### src/rtl/ppb_pkg.sv
package ppb_pkg;
  localparam int RES_W = 32;
  localparam int EVT_W = 4;
  localparam int EV_HI = 0;
  localparam int EV_LO = 1;
  localparam int EV_ZC = 2;

  // Add the calibration offset and clamp to [0, top].
  function automatic logic signed [31:0] clamp_cal(input logic signed [31:0] raw,
                                                  input logic signed [31:0] cal,
                                                  input logic signed [31:0] top);
    logic signed [31:0] s;
    s = raw + cal;
    if (s < 0) return 32'sd0;
    if (s > top) return top;
    return s;
  endfunction

  // Signed difference against the reference, optionally negated.
  function automatic logic signed [31:0] diff_ref(input logic signed [31:0] adj,
                                                 input logic signed [31:0] refv,
                                                 input logic neg);
    return neg ? (refv - adj) : (adj - refv);
  endfunction

  // Limit value: sign bit sits just above the magnitude field.
  function automatic logic signed [31:0] limit_val(input logic [31:0] mag,
                                                  input int unsigned mw,
                                                  input logic sgn);
    logic signed [31:0] m;
    m = $signed(mag);
    return sgn ? (m - (32'sd1 <<< mw)) : m;
  endfunction
endpackage

### src/rtl/ppb_calc.sv
module ppb_calc
  import ppb_pkg::*;
#(
  parameter int RAW_W = 12,
  parameter int CAL_W = 10,
  parameter int REF_W = 16,
  parameter int LIM_W = 16
) (
  input  logic                    clk,
  input  logic                    rst_n,
  input  logic                    hit,
  input  logic [RAW_W-1:0]        raw,
  input  logic [CAL_W-1:0]        cal,
  input  logic [REF_W-1:0]        refv,
  input  logic                    negate,
  input  logic [LIM_W-1:0]        hi_mag,
  input  logic                    hi_sgn,
  input  logic [LIM_W-1:0]        lo_mag,
  input  logic                    lo_sgn,
  output logic signed [RES_W-1:0] result,
  output logic [EVT_W-1:0]        ev_new
);
  localparam logic signed [31:0] RAW_TOP = (32'sd1 <<< RAW_W) - 32'sd1;

  logic signed [31:0] adj, res_new, hi_lim, lo_lim, cal_ext;
  logic               prev_neg, new_neg;

  always_comb begin
    cal_ext = {{(32-CAL_W){cal[CAL_W-1]}}, cal};
    adj     = clamp_cal($signed(32'(raw)), cal_ext, RAW_TOP);
    res_new = diff_ref(adj, $signed(32'(refv)), negate);
    hi_lim  = limit_val(32'(hi_mag), LIM_W, hi_sgn);
    lo_lim  = limit_val(32'(lo_mag), LIM_W, lo_sgn);
    new_neg = res_new[31];
    ev_new        = '0;
    ev_new[EV_HI] = res_new > hi_lim;
    ev_new[EV_LO] = res_new < lo_lim;
    ev_new[EV_ZC] = new_neg ^ prev_neg;
  end

  always_ff @(posedge clk or negedge rst_n) begin
    if (!rst_n) begin
      result   <= '0;
      prev_neg <= 1'b0;
    end else if (hit) begin
      result   <= res_new;
      prev_neg <= new_neg;
    end
  end
endmodule

### src/rtl/ppb_evt_flags.sv
module ppb_evt_flags #(
  parameter int EVT_W = 4
) (
  input  logic             clk,
  input  logic             rst_n,
  input  logic             hit,
  input  logic             cbc,
  input  logic [EVT_W-1:0] ev_new,
  input  logic [EVT_W-1:0] sel,
  input  logic [EVT_W-1:0] clr,
  output logic [EVT_W-1:0] stat
);
  logic [EVT_W-1:0] base, nxt;

  always_comb begin
    base = (hit && cbc) ? '0 : stat;
    nxt  = (base & ~clr) | (hit ? (ev_new & sel) : '0);
  end

  always_ff @(posedge clk or negedge rst_n) begin
    if (!rst_n) stat <= '0;
    else        stat <= nxt;
  end
endmodule

### src/rtl/ppb_delay_stamp.sv
module ppb_delay_stamp #(
  parameter int TS_W = 16
) (
  input  logic            clk,
  input  logic            rst_n,
  input  logic            hit,
  output logic [TS_W-1:0] stamp
);
  localparam logic [TS_W-1:0] TS_MAX = '1;

  logic [TS_W-1:0] cnt, inc;

  always_comb inc = (cnt == TS_MAX) ? cnt : cnt + 1'b1;

  always_ff @(posedge clk or negedge rst_n) begin
    if (!rst_n) begin
      cnt   <= '0;
      stamp <= '0;
    end else if (hit) begin
      cnt   <= '0;
      stamp <= inc;
    end else begin
      cnt   <= inc;
    end
  end
endmodule

### src/rtl/ppb_cluster.sv
module ppb_cluster
  import ppb_pkg::*;
#(
  parameter int NUM_UNITS = 4,
  parameter int NUM_SLOTS = 16,
  parameter int RAW_W     = 12,
  parameter int CAL_W     = 10,
  parameter int REF_W     = 16,
  parameter int LIM_W     = 16,
  parameter int TS_W      = 16,
  localparam int SLOT_W   = $clog2(NUM_SLOTS)
) (
  input  logic                         clk,
  input  logic                         rst_n,
  input  logic                         conv_valid,
  input  logic [SLOT_W-1:0]            conv_slot,
  input  logic [RAW_W-1:0]             conv_data,
  input  logic [NUM_UNITS*SLOT_W-1:0]  cfg_slot,
  input  logic [NUM_UNITS*CAL_W-1:0]   cfg_cal,
  input  logic [NUM_UNITS*REF_W-1:0]   cfg_ref,
  input  logic [NUM_UNITS-1:0]         cfg_negate,
  input  logic [NUM_UNITS-1:0]         cfg_cbc,
  input  logic [NUM_UNITS*LIM_W-1:0]   cfg_hi_mag,
  input  logic [NUM_UNITS-1:0]         cfg_hi_sgn,
  input  logic [NUM_UNITS*LIM_W-1:0]   cfg_lo_mag,
  input  logic [NUM_UNITS-1:0]         cfg_lo_sgn,
  input  logic [NUM_UNITS*EVT_W-1:0]   evt_sel,
  input  logic [NUM_UNITS*EVT_W-1:0]   evt_ie,
  input  logic [NUM_UNITS*EVT_W-1:0]   evt_clr,
  output logic [NUM_UNITS*RES_W-1:0]   ppb_result,
  output logic [NUM_UNITS*EVT_W-1:0]   evt_stat,
  output logic [NUM_UNITS-1:0]         irq,
  output logic [NUM_UNITS*TS_W-1:0]    stamp
);
  // Named per-unit events, visible to the bound checker.
  logic [NUM_UNITS-1:0] unit_hit;

  for (genvar u = 0; u < NUM_UNITS; u++) begin : g_unit
    logic [EVT_W-1:0] ev_new;

    assign unit_hit[u] = conv_valid && (conv_slot == cfg_slot[u*SLOT_W +: SLOT_W]);

    ppb_calc #(
      .RAW_W(RAW_W), .CAL_W(CAL_W), .REF_W(REF_W), .LIM_W(LIM_W)
    ) u_calc (
      .clk    (clk),
      .rst_n  (rst_n),
      .hit    (unit_hit[u]),
      .raw    (conv_data),
      .cal    (cfg_cal[u*CAL_W +: CAL_W]),
      .refv   (cfg_ref[u*REF_W +: REF_W]),
      .negate (cfg_negate[u]),
      .hi_mag (cfg_hi_mag[u*LIM_W +: LIM_W]),
      .hi_sgn (cfg_hi_sgn[u]),
      .lo_mag (cfg_lo_mag[u*LIM_W +: LIM_W]),
      .lo_sgn (cfg_lo_sgn[u]),
      .result (ppb_result[u*RES_W +: RES_W]),
      .ev_new (ev_new)
    );

    ppb_evt_flags #(.EVT_W(EVT_W)) u_flags (
      .clk    (clk),
      .rst_n  (rst_n),
      .hit    (unit_hit[u]),
      .cbc    (cfg_cbc[u]),
      .ev_new (ev_new),
      .sel    (evt_sel[u*EVT_W +: EVT_W]),
      .clr    (evt_clr[u*EVT_W +: EVT_W]),
      .stat   (evt_stat[u*EVT_W +: EVT_W])
    );

    ppb_delay_stamp #(.TS_W(TS_W)) u_stamp (
      .clk   (clk),
      .rst_n (rst_n),
      .hit   (unit_hit[u]),
      .stamp (stamp[u*TS_W +: TS_W])
    );

    assign irq[u] = |(evt_stat[u*EVT_W +: EVT_W] & evt_ie[u*EVT_W +: EVT_W]);
  end
endmodule

### config.mk
export PLATFORM = sky130hd
export DESIGN_NAME = ppb_cluster
export DESIGN_NICKNAME = d
export VERILOG_FILES = /design/src/rtl/ppb_pkg.sv /design/src/rtl/ppb_calc.sv /design/src/rtl/ppb_evt_flags.sv /design/src/rtl/ppb_delay_stamp.sv /design/src/rtl/ppb_cluster.sv
export SDC_FILE = /design/constraint.sdc
export NUM_CORES = 1
export LEC_CHECK = 0
export BUFFER_PORTS_ARGS = -buffer_cell sky130_fd_sc_hd__buf_2
export CORE_ASPECT_RATIO = 0.8
export CORE_UTILIZATION = 50
export DETAILED_ROUTE_END_ITERATION = 7
export GPL_ROUTABILITY_DRIVEN = 1
export GPL_TIMING_DRIVEN = 1
export PLACE_DENSITY = 0.74
export RECOVER_POWER = 50
export SLEW_MARGIN = 25
export SYNTH_ARGS = -nofsm -noshare
export SYNTH_HDL_FRONTEND = slang
export SYNTH_SLANG_ARGS = --single-unit
export TNS_END_PERCENT = 1
### constraint.sdc
create_clock -name clk -period 6.36 [get_ports clk]
set_input_delay 0.636 -clock clk [delete_from_list [all_inputs] [get_ports clk]]
set_output_delay 0.636 -clock clk [all_outputs]
set_load 0.1 [all_outputs]
==> flow_summary_export.csv <==
group,metric,value,unit
clock_tree,cts_max_level,1,
floorplan,dieArea,52000,sq um
synthesis,async_reset_ff_share,100,%
sta,fin_skew,0.0104,ns
routing,routed-via-count,25400,
floorplan,pin_count,543,
synthesis,yosysWarnings,0,
placement,gp_congestion,0.944,
clock_tree,cts_root_buffer,"clkbuf_16",
setup_path,worst_setup_path_end_kind,"flop",
routing,drtAntennaViolNets,0,
clock_tree,cts_hold_buf,0,
sta,fin_crit,6.13,ns
setup_path,worstPathRequired,6.82,ns
routing,drt-pass1-iter-count,6,
clock_tree,cts_resized,0,
synthesis,synthesis.area,25500,sq um
cells_and_area,multiInputGateArea,17600,sq um
synthesis,synth_flop_cell,"dfrtp_1",
placement,dpl.hpwl,63000,microns
global_routing,antenna_found_initial,19,
global_routing,grt_max_degree,165,
outcome,status,"finished, violations left",
floorplan,die_h,204,microns
sta,timing.hold.ws,0.208,ns
sta,fin_crit_sh,96.3,%
synthesis,yosysTopAreaCell,"dfrtp_1",
setup_path,max_stage_delay,0.42,ns
clock_tree,cts_tree,"yes",
placement,io_buffers,538,
sta,rsz0062_at_grt,"true",
power,power.density,419,nW/um^2
clock_tree,cts_setup_buffers,0,
cells_and_area,stdcell_area,32800,sq um
synthesis,synth_edf_count,0,
synthesis,netlist_top_cells_area,"dfrtp_1, ha_1, a21o_1, nand2_1, o21ai_0",
power,leakagePower,17.8,nW
routing,wl_per_cell,16.7,microns
global_routing,grt_overflow,0,
synthesis,ys_types,97,
synthesis,ys_seq_area_share,26.3,%
flow_run,drv_cap,6,
global_routing,grt_pass1_wl,123000,microns
cells_and_area,drive_gt1_share,27.3,%
sta,hold_viol_final,0,
setup_path,timing.rr.start,"g_unit[1].u_stamp.cnt[4]$_DFF_PN0_",
clock_tree,cts.clk_slew.worst_paths,0.06,ns
cells_and_area,fin_nets,4680,
sta,final.setup.worst_slack,0.233,ns
routing,routed_wl,77500,microns
clock_tree,cts_sinks,268,
sta,relSlewSlack,-233,%
outcome,violations,"capacitance limit, slew limit",
setup_path,cpMaxStageDelayCell,"fa_1",
setup_path,critPathBufInv,6,
sta,slew_violations,322,
sta,setup_viol,0,
cells_and_area,final-seq-area,6710,sq um
synthesis,synth_top_area_share,26.3,%
clock_tree,clockBufferDepth,3,
setup_path,critPathMaxFanout,11,
clock_tree,cts_buffers,30,
floorplan,die_width,255,microns
routing,via_per_inst,5.49,
placement,pre_cts_ws,-0.438,ns
setup_path,crit_start,"conv_data[0]",
cells_and_area,num-fill-cells,4340,
synthesis,ys_ff_latch,268,
floorplan,num_rows,73,
synthesis,avgSynthCellArea,8.37,sq um
setup_path,arrival,6.59,ns
cells_and_area,areaGrowthSynthToFinish,28.6,%
power,peakVddDrop,0.000463,V
hold_path,hold_class,"in2reg",
floorplan,initial_core_util,51.0,%
setup_path,crit_path_frequent_cell,"buf_4",
routing,dr.first_iter.drc_count,1690,
synthesis,synth_cells,3050,
sta,tightestPinTransition,5.00,ns
floorplan,core_area,50100,sq um
clock_tree,clk_latency,0.58,ns
hold_path,min-delay-start,"evt_clr[3]",
setup_path,path_delay_family,"compound AO/OA/AOI/OAI gates",
global_routing,grt_usage,29.2,%
sta,fmax,163,MHz
routing,drc,0,
setup_path,critical_path_class,"in2reg",
placement,place_area,31700,sq um
global_routing,grt_pass1_vias,24400,
setup_path,worst_setup_path_start_kind,"input pin",
[metrics by stage]
step                total power [mW]  setup TNS, ns  utilization (%)  std cells
finish                          13.8              0             65.6       4629
global route                    14.5        -0.0956             65.6       4624
CTS                             13.7              0             65.4       4621
detailed placement              11.9          -2.52             63.4       4567
global placement                11.8          -2.08             63.4       4567
floorplan                       9.56              0                -       3056
[synth_stat cells, drive strengths merged (14+ instances only)]
master / instances
a211o: 14
o21bai: 20
clkbuf: 64
nor2b: 32
a21oi: 184
a31oi: 15
o21ai: 253
a21o: 179
xnor2: 91
nand3: 72
mux2: 29
and2: 21
inv: 230
o211ai: 16
buf: 59
a211oi: 28
mux2i: 22
o21a: 45
xor2: 67
nand2b: 32
dfrtp: 268
a221oi: 16
and3: 14
nor2: 229
nor3: 35
nand2: 339
nand4: 64
ha: 413
[state kept, by name, indices dropped and copies added, names as in the netlist]
register and count:
g_unit.u_calc.prev_neg 4, g_unit.u_calc.result 120, g_unit.u_flags.stat 16, g_unit.u_stamp.cnt 64, g_unit.u_stamp.stamp 64
[routing by layer]
metal  up-vias  track usage, %  share of wire [%]
met3       150            4.90                5.8
met2       695            47.8                 46
met4        18            7.81                2.9
met1     11900            39.8                 46
met5         -               0               0.16
li1      12600               -                  -
[worst paths after layout]
kind	endpoint	cells past startpoint	slack (ns)
worst max-delay path	g_unit[0].u_flags.stat[0]$_DFF_PN0_	30	0.23
worst min-delay path	g_unit[0].u_flags.stat[3]$_DFF_PN0_	2	0.21
worst max register to register	g_unit[1].u_stamp.stamp[3]$_DFFE_PN0P_	7	3.90
worst min register to register	g_unit[3].u_calc.result[29]$_DFFE_PN0P_	1	0.47
max in group asynchronous	g_unit[2].u_stamp.cnt[4]$_DFF_PN0_	1	1.38
min in group asynchronous	g_unit[3].u_calc.result[20]$_DFFE_PN0P_	1	2.07
[cell usage in the layout, fill, tap and decap left out, types with 11 or more instances in the layout]
cell type    n
a211o_1     14
a211oi_1    23
a21o_1     170
a21oi_1    176
a221oi_1    15
a31oi_1     14
and2_1      16
and3_1      12
and4_1      12
buf_2      503
buf_4      413
clkbuf_1    39
clkbuf_16   31
dfrtp_1    268
fa_1        12
ha_1       412
inv_1      229
mux2_2      28
mux2i_1     22
nand2_1    338
nand2b_1    31
nand3_1     70
nand4_1     64
nor2_1     228
nor2b_1     32
nor3_1      30
nor3b_1     11
o211ai_1    15
o21a_1      44
o21ai_0    229
o21ai_1     22
o21bai_1    19
o31a_1      11
xnor2_1     90
xor2_1      65
[logic make-up (layout without fill, tap and decap cells)]
group / Yosys count / count (layout) / share of synthesized area [%]
AND/OR/NAND/NOR: 900 / 900 / 16.4
buffers and inverters: 354 / 1244 / 5.67
XOR/XNOR: 158 / 158 / 5.48
multiplexers: 51 / 51 / 2.16
adder cells (fa/ha/maj): 425 / 425 / 21.2
AO/OA/AOI/OAI: 892 / 892 / 22.9
other: 2 / 16 / 0.0294
flip-flops: 268 / 268 / 26.3
[power by group]
group / internal (mW) / switching [mW] / total, mW
clock: 1.01 / 0.747 / 1.76
sequential: 2.40 / 0.472 / 2.87
combinational: 2.48 / 6.65 / 9.13
[final cells by class]
cell class / count / share of cell area (%)
clock inverters: 15 / 0.381
inverters: 231 / 2.64
clock buffers: 39 / 2.67
well taps: 675 / 2.57
diodes: 8 / 0.0610
multi-input cells: 2434 / 53.4
flip-flops and latches: 268 / 20.4
repair buffers: 959 / 17.8
(Power assumes the default switching activity.)
